===== src/rtl/sinc4_pkg.sv =====
package sinc4_pkg;
   // Running-sum width: four stages of log2(max ratio) growth plus a sign bit.
   function automatic int acc_bits(int mult, int fsw);
      return 4 * $clog2(mult * ((1 << fsw) - 1)) + 1;
   endfunction
endpackage


===== src/rtl/sinc4_integ.sv =====
module sinc4_integ #(
   parameter int ACC_W = 65
) (
   input  logic                    clk,
   input  logic                    rst_n,
   input  logic                    clr,
   input  logic                    fresh,
   input  logic                    en,
   input  logic                    bit_i,
   output logic signed [ACC_W-1:0] acc_o
);
   logic signed [ACC_W-1:0] st  [0:3];
   logic signed [ACC_W-1:0] nxt [0:3];
   logic signed [ACC_W-1:0] x;

   // Map the modulator bit to +1 / -1, then chain the four running sums.
   // When fresh is set, the old state counts as zero.
   always_comb begin
      x = bit_i ? ACC_W'(1) : '1;
      for (int i = 0; i < 4; i++) begin
         nxt[i] = (fresh ? '0 : st[i]) + ((i == 0) ? x : nxt[(i == 0) ? 0 : i-1]);
      end
   end

   always_ff @(posedge clk or negedge rst_n) begin
      if (!rst_n) begin
         for (int i = 0; i < 4; i++) st[i] <= '0;
      end else if (clr) begin
         for (int i = 0; i < 4; i++) st[i] <= '0;
      end else if (en) begin
         for (int i = 0; i < 4; i++) st[i] <= nxt[i];
      end else if (fresh) begin
         for (int i = 0; i < 4; i++) st[i] <= '0;
      end
   end

   assign acc_o = st[3];

   a_r4_integ_cleared: assert property (@(posedge clk) disable iff (!rst_n)
      clr |=> (acc_o == '0));
   a_r8_integ_idle: assert property (@(posedge clk) disable iff (!rst_n)
      (!en && !clr && !fresh) |=> (acc_o == $past(acc_o)));
endmodule


===== src/rtl/sinc4_comb.sv =====
module sinc4_comb #(
   parameter int ACC_W = 65
) (
   input  logic                    clk,
   input  logic                    rst_n,
   input  logic                    clr,
   input  logic                    dec,
   input  logic                    wipe,
   input  logic signed [ACC_W-1:0] din,
   output logic signed [ACC_W-1:0] y
);
   logic signed [ACC_W-1:0] dly [0:3];
   logic signed [ACC_W-1:0] s   [0:4];

   // Four cascaded differences against the sample taken one period earlier.
   always_comb begin
      s[0] = din;
      for (int i = 0; i < 4; i++) s[i+1] = s[i] - dly[i];
   end
   assign y = s[4];

   always_ff @(posedge clk or negedge rst_n) begin
      if (!rst_n) begin
         for (int i = 0; i < 4; i++) dly[i] <= '0;
      end else if (clr) begin
         for (int i = 0; i < 4; i++) dly[i] <= '0;
      end else if (dec) begin
         for (int i = 0; i < 4; i++) dly[i] <= wipe ? '0 : s[i];
      end
   end
endmodule


===== src/rtl/sinc4_outfmt.sv =====
module sinc4_outfmt #(
   parameter int ACC_W = 65,
   parameter int OUT_W = 24,
   parameter int SHIFT = 6
) (
   input  logic                    clk,
   input  logic                    rst_n,
   input  logic                    load,
   input  logic signed [ACC_W-1:0] din,
   output logic [OUT_W-1:0]        dout,
   output logic                    valid
);
   localparam logic signed [ACC_W-1:0] MAXV = {{(ACC_W-OUT_W+1){1'b0}}, {(OUT_W-1){1'b1}}};
   localparam logic signed [ACC_W-1:0] MINV = {{(ACC_W-OUT_W+1){1'b1}}, {(OUT_W-1){1'b0}}};

   logic signed [ACC_W-1:0] shv;
   logic [OUT_W-1:0]        fmt;

   assign shv = din >>> SHIFT;

   generate
      if (ACC_W - SHIFT > OUT_W) begin : g_clip
         always_comb begin
            if (shv > MAXV)      fmt = MAXV[OUT_W-1:0];
            else if (shv < MINV) fmt = MINV[OUT_W-1:0];
            else                 fmt = shv[OUT_W-1:0];
         end
      end else begin : g_fit
         logic unused_hi;
         assign unused_hi = ^shv[ACC_W-1:OUT_W];
         assign fmt = shv[OUT_W-1:0];
      end
   endgenerate

   always_ff @(posedge clk or negedge rst_n) begin
      if (!rst_n) begin
         dout  <= '0;
         valid <= 1'b0;
      end else begin
         valid <= load;
         if (load) dout <= fmt;
      end
   end
endmodule


===== src/rtl/sinc4_decim.sv =====
module sinc4_decim #(
   parameter int FS_W      = 10,
   parameter int OSR_MULT  = 64,
   parameter int OUT_W     = 24,
   parameter int OUT_SHIFT = 6
) (
   input  logic              clk,
   input  logic              rst_n,
   input  logic              mod_bit,
   input  logic              mod_en,
   input  logic [FS_W-1:0]   fs_sel,
   input  logic              zero_lat,
   input  logic              restart,
   output logic [OUT_W-1:0]  dout,
   output logic              dout_valid
);
   localparam int ACC_W = sinc4_pkg::acc_bits(OSR_MULT, FS_W);
   localparam int CNT_W = $clog2(OSR_MULT * (2 ** FS_W));

   generate
      if (OUT_SHIFT >= ACC_W) begin : g_bad_shift
         $error("OUT_SHIFT must be below the running-sum width");
      end
      if (ACC_W < OUT_W) begin : g_bad_width
         $error("running-sum width must cover the output width");
      end
      if (OSR_MULT < 2) begin : g_bad_mult
         $error("OSR_MULT must be at least 2");
      end
   endgenerate

   logic [FS_W-1:0]  fs_q;
   logic             zl_q;
   logic             cfg_chg, rs, accept;
   logic [FS_W-1:0]  fs_eff;
   logic [CNT_W-1:0] ratio, cnt;
   logic             dec_q, emit, fresh;
   logic [1:0]       ph;
   logic signed [ACC_W-1:0] i4, cy;

   assign fs_eff  = (fs_sel == '0) ? FS_W'(1) : fs_sel;
   assign ratio   = CNT_W'(fs_eff) * CNT_W'(OSR_MULT);
   assign cfg_chg = (fs_sel != fs_q) || (zero_lat != zl_q);
   assign rs      = restart || cfg_chg;
   assign accept  = mod_en && !rs;
   assign emit    = dec_q && !rs && (ph == 2'd3);
   assign fresh   = emit && zl_q;

   always_ff @(posedge clk or negedge rst_n) begin
      if (!rst_n) begin
         fs_q  <= '0;
         zl_q  <= 1'b0;
         cnt   <= '0;
         dec_q <= 1'b0;
         ph    <= '0;
      end else begin
         fs_q <= fs_sel;
         zl_q <= zero_lat;
         if (rs) begin
            cnt   <= '0;
            dec_q <= 1'b0;
            ph    <= '0;
         end else begin
            dec_q <= accept && (cnt == ratio - CNT_W'(1));
            if (accept) cnt <= (cnt == ratio - CNT_W'(1)) ? '0 : cnt + CNT_W'(1);
            if (dec_q) ph <= (ph == 2'd3) ? (zl_q ? 2'd0 : 2'd3) : ph + 2'd1;
         end
      end
   end

   sinc4_integ #(.ACC_W(ACC_W)) u_integ (
      .clk(clk), .rst_n(rst_n), .clr(rs), .fresh(fresh),
      .en(accept), .bit_i(mod_bit), .acc_o(i4)
   );

   sinc4_comb #(.ACC_W(ACC_W)) u_comb (
      .clk(clk), .rst_n(rst_n), .clr(rs), .dec(dec_q && !rs),
      .wipe(fresh), .din(i4), .y(cy)
   );

   sinc4_outfmt #(.ACC_W(ACC_W), .OUT_W(OUT_W), .SHIFT(OUT_SHIFT)) u_fmt (
      .clk(clk), .rst_n(rst_n), .load(emit), .din(cy),
      .dout(dout), .valid(dout_valid)
   );

   a_r7_valid_single: assert property (@(posedge clk) disable iff (!rst_n)
      dout_valid |=> !dout_valid);
   a_r7_dout_hold: assert property (@(posedge clk) disable iff (!rst_n)
      !dout_valid |-> $stable(dout));
   a_r4_restart_quiet: assert property (@(posedge clk) disable iff (!rst_n)
      rs |=> !dout_valid);
   a_r1_count_bound: assert property (@(posedge clk) disable iff (!rst_n)
      !cfg_chg |-> (cnt < ratio));
   a_r3_conv_closed: assert property (@(posedge clk) disable iff (!rst_n)
      (dout_valid && zl_q) |-> (ph == 2'd0));
endmodule


===== config.mk =====
export PLATFORM = sky130hd
export DESIGN_NAME = sinc4_decim
export DESIGN_NICKNAME = d
export VERILOG_FILES = /design/src/rtl/sinc4_pkg.sv /design/src/rtl/sinc4_integ.sv /design/src/rtl/sinc4_comb.sv /design/src/rtl/sinc4_outfmt.sv /design/src/rtl/sinc4_decim.sv
export SDC_FILE = /design/constraint.sdc
export NUM_CORES = 2
export LEC_CHECK = 0
export ABC_AREA = 0
export ABC_CLOCK_PERIOD_IN_PS = 18150
export BUFFER_PORTS_ARGS = -buffer_cell sky130_fd_sc_hd__buf_2
export CELL_PAD_IN_SITES_DETAIL_PLACEMENT = 1
export CELL_PAD_IN_SITES_GLOBAL_PLACEMENT = 2
export CORE_MARGIN = 2
export CORE_UTILIZATION = 40
export CTS_CLUSTER_SIZE = 30
export DETAILED_ROUTE_END_ITERATION = 16
export PLACE_DENSITY_LB_ADDON = 0.1
export SYNTH_ARGS = -nofsm -noshare
export SYNTH_HDL_FRONTEND = slang
export SYNTH_SLANG_ARGS = --single-unit

===== constraint.sdc =====
create_clock -name clk -period 18.15 [get_ports clk]
set_input_delay 0.9075 -clock clk [delete_from_list [all_inputs] [get_ports clk]]
set_output_delay 0.9075 -clock clk [all_outputs]
set_load 0.005 [all_outputs]

==> flow_summary_export.csv <==
group,metric,value,unit
clock_tree,clk_path_buf_depth,3,
synthesis,ys_top_cells_by_area,"dfrtp_1 (29%), ha_1 (13%), a22o_1 (8.0%)",
outcome,outcome,"finished, final reports clean",
finish,fin_util,44.1,%
sta,fmax,0.0725,GHz
synthesis,synth_top_area_share,29.5,%
setup_path,critPathRequiredTime,18.65,ns
worst_hold_path,hold_path_class,"input pin to asynchronous set/reset pin",
setup_path,worst_r2r_path_depth,58,
synthesis,syn_nets,6158,
sta,hold_viol_final,0,
synthesis,syn_avg_cell_area,8.69,um2
sta,setup_viol,0,
clock_tree,cts_num_sinks,575,
clock_tree,cts_buffers,79,
clock_tree,ctsHoldBuffers,0,
finish,multi_input_area,32200,um2
global_route,grt_pass1_vias,42000,
sta,fin_crit_sh,76.0,%
setup_path,cp-end-kind,"register",
routing,drt-pass1-iter-count,4,
clock_tree,cts_resized,0,
floorplanning,die_h,353,um
floorplanning,ioPinCount,41,
setup_path,cp-start-kind,"register",
synthesis,syn_area,48800,um2
placed_design,portBuffers,40,
finish,nFillCells,14200,
sta,worst_pin_slew,1.33,ns
synthesis,synth_cells,5622,
sta,final.setup_skew,0.0284,ns
setup_path,cp_max_fo,21,
routing,wl,133000,um
finish,final_cells,7267,
finish,syn2layout_area_growth,9.55,%
pwr,ir_drop,0.228,mV
setup_path,critPathKind,"register to register",
placed_design,placedCellCount,7123,
global_route,grt_max_degree,192,
synthesis,ys_ff_latch,575,
sta,period_minus_slack,13.79,ns
finish,fin_nets,6115,
synthesis,ys_types,107,
sta,finalSetupTns,0,ns
placed_design,place_congestion,0.852,
global_route,gr-usage-all-layers,21.2,%
pwr,p_leak,26.1,nW
floorplanning,core_region_area,121000,um2
synthesis,yosysTopAreaCell,"dfrtp_1",
clock_tree,cts_max_level,3,
setup_path,cp.arrival,14.29,ns
global_route,antenna_found_initial,0,
synthesis,yosysWarnings,0,
sta,rsz0062_at_grt,"false",
finish,regArea,14400,um2
floorplanning,die_x,353,um
clock_tree,cts_tree,"yes",
sta,slew_headroom,10.1,%
finish,diodes,0,
routing,wire_per_inst,18.3,um
sta,drv_slew,0,
global_route,grt_pass1_wl,223000,um
routing,drt_iter0_drc,1934,
clock_tree,clk_pin_slew,0.06,ns
routing,drcViolationCount,0,
synthesis,ys_seq_area_share,29.5,%
synthesis,synth-edff-count,0,
routing,drtAntennaViolNets,0,
job,maxCapViolCount,0,
floorplanning,die_area,125000,um2
global_route,gr-total-overflow,0,
floorplanning,initial_utilization,40.2,%
setup_path,path_common_cell,"a21o_1",
clock_tree,clock_latency,0.65,ns
finish,drive_gt1_share,4.77,%
synthesis,async_flop_share,100,%
setup_path,slowest_delay,0.44,ns
routing,via_count,40200,
pwr,powerDensity,92.5,nW/um2
clock_tree,cts_root_buf,"clkbuf_16",
floorplanning,rows,128,
routing,via_per_inst,5.54,
synthesis,synth_top_flop_cell,"dfrtp_1",
placed_design,hpwl,99400,um
setup_path,crit_path_top_delay_cell,"maj3_1",
clock_tree,cts_setup_buffers,0,
## cells in the mapped netlist, types with 6 or more instances
library cell / count
ha_1: 513
a211o_1: 11
a311oi_1: 9
nor3_1: 64
and3_1: 60
o211ai_1: 27
and2_1: 281
a21boi_0: 26
a211oi_1: 29
or2_2: 16
o21bai_1: 75
mux2i_1: 6
o31a_1: 9
a2111oi_0: 8
nand4_1: 61
nor4_1: 11
nand2b_1: 94
inv_1: 412
buf_2: 9
nor2_1: 289
nor2b_1: 79
nand2_1: 335
xor2_1: 175
a21oi_1: 461
xnor2_1: 302
o21ai_1: 11
a21o_1: 292
dfrtp_1: 575
o21a_1: 57
o2111ai_1: 11
clkbuf_1: 180
a31oi_1: 36
o22ai_1: 7
o41ai_1: 12
o21ai_0: 323
nand3_1: 95
and4_1: 13
fa_1: 7
or3_1: 21
a221oi_1: 6
a22o_1: 444
o31ai_1: 32
a41oi_1: 10
## sequential cells by signal (all words and copies together), names as in the netlist, 2 cells and up
name           cells
cnt               16
fs_q              10
ph                 2
u_comb.dly       260
u_fmt.dout        24
u_integ.acc_o     65
u_integ.st       195
## per-stage QoR
step	power (mW)	cell area, um2	setup WS (ns)	hold WS [ns]
2_1_floorplan	2.79	48800	5.52	0.442
3_3_place_gp	3.24	50600	4.25	0.454
3_5_place_dp	3.26	50600	3.97	0.462
4_1_cts	5.04	53500	4.34	0.210
5_1_grt	5.30	53500	3.06	0.250
6_report	4.95	53500	4.36	0.225
## placed cells by master, fill, tap and decap left out, drive strengths merged, types with 15 or more instances in the layout
cell,netlist,routed
xnor2,304,304
dfrtp,575,575
a21boi,28,28
o21bai,75,75
nand4,61,61
a22o,444,444
nor3,65,65
or2,18,18
a31oi,37,37
ha,513,513
nand3,96,96
nand2,336,336
inv,413,418
a211oi,31,31
a21oi,462,462
xor2,177,177
o31ai,35,35
nor2,289,289
o211ai,28,28
a21o,292,292
nand2b,94,94
o21a,58,58
buf,15,71
and2,282,282
o21ai,335,335
or3,21,21
and3,60,60
clkbuf,180,102
clkinv,0,15
bufinv,0,16
nor2b,79,79
## final timing paths
check | slack [ns] | to | start
setup / recovery | 4.36 | u_integ.acc_o[64]$_DFFE_PN0P_ | ph[0]$_DFFE_PN0P_
hold / removal | 0.22 | u_comb.dly[2]$_DFFE_PN0P_ | rst_n
min in group clk | 0.39 | zl_q$_DFF_PN0_ | zero_lat
setup reg to reg | 4.36 | u_integ.acc_o[64]$_DFFE_PN0P_ | ph[0]$_DFFE_PN0P_
hold reg to reg | 0.47 | u_integ.st[163]$_DFFE_PN0P_ | u_integ.st[163]$_DFFE_PN0P_
max in group asynchronous | 15.20 | u_integ.st[257]$_DFFE_PN0P_ | rst_n
## worst max-delay path, delay by kind of cell (launching register included)
kind / cells / cell delay [ns]
AO/OA/AOI/OAI: 33 / 6.99
AND/OR/NAND/NOR: 13 / 2.60
adder cells (fa/ha/maj): 6 / 2.13
XOR/XNOR: 5 / 1.23
flip-flops: 1 / 0.36
buffers and inverters: 1 / 0.25
## cells by family after synthesis
| logic type | after synthesis | synth area share [%] |
|---|---|---|
| compound gates | 1970 | 27.9 |
| simple gates | 1452 | 15.2 |
| buf+inv | 608 | 4.71 |
| flops | 575 | 29.5 |
| fa+ha+maj | 523 | 13.5 |
| xor+xnor | 485 | 8.94 |
| mux | 9 | 0.215 |
## routing by layer
metal | routed length, um | GRT usage [%] | part of all wire, %
met1 | 68900 | 30.7 | 52
met2 | 58300 | 34.0 | 44
met3 | 2900 | 2.10 | 2.2
met4 | 2620 | 5.19 | 2.0
met5 | 0 | 0 | 0
## final cells by class
type,instances,area share (%)
inverters,413,2.90
multi-input cells,4439,60.2
clock inverters,42,1.21
flip-flops and latches,575,26.9
well taps,1625,3.80
repair buffers,71,0.898
clock buffers,102,4.14
## where the power goes
part	internal, mW	switching, mW
combinational	0.770	1.17
clock	1.09	0.635
sequential	1.28	0.000709
total	3.14	1.81
Power figures use the tool's default switching activity.
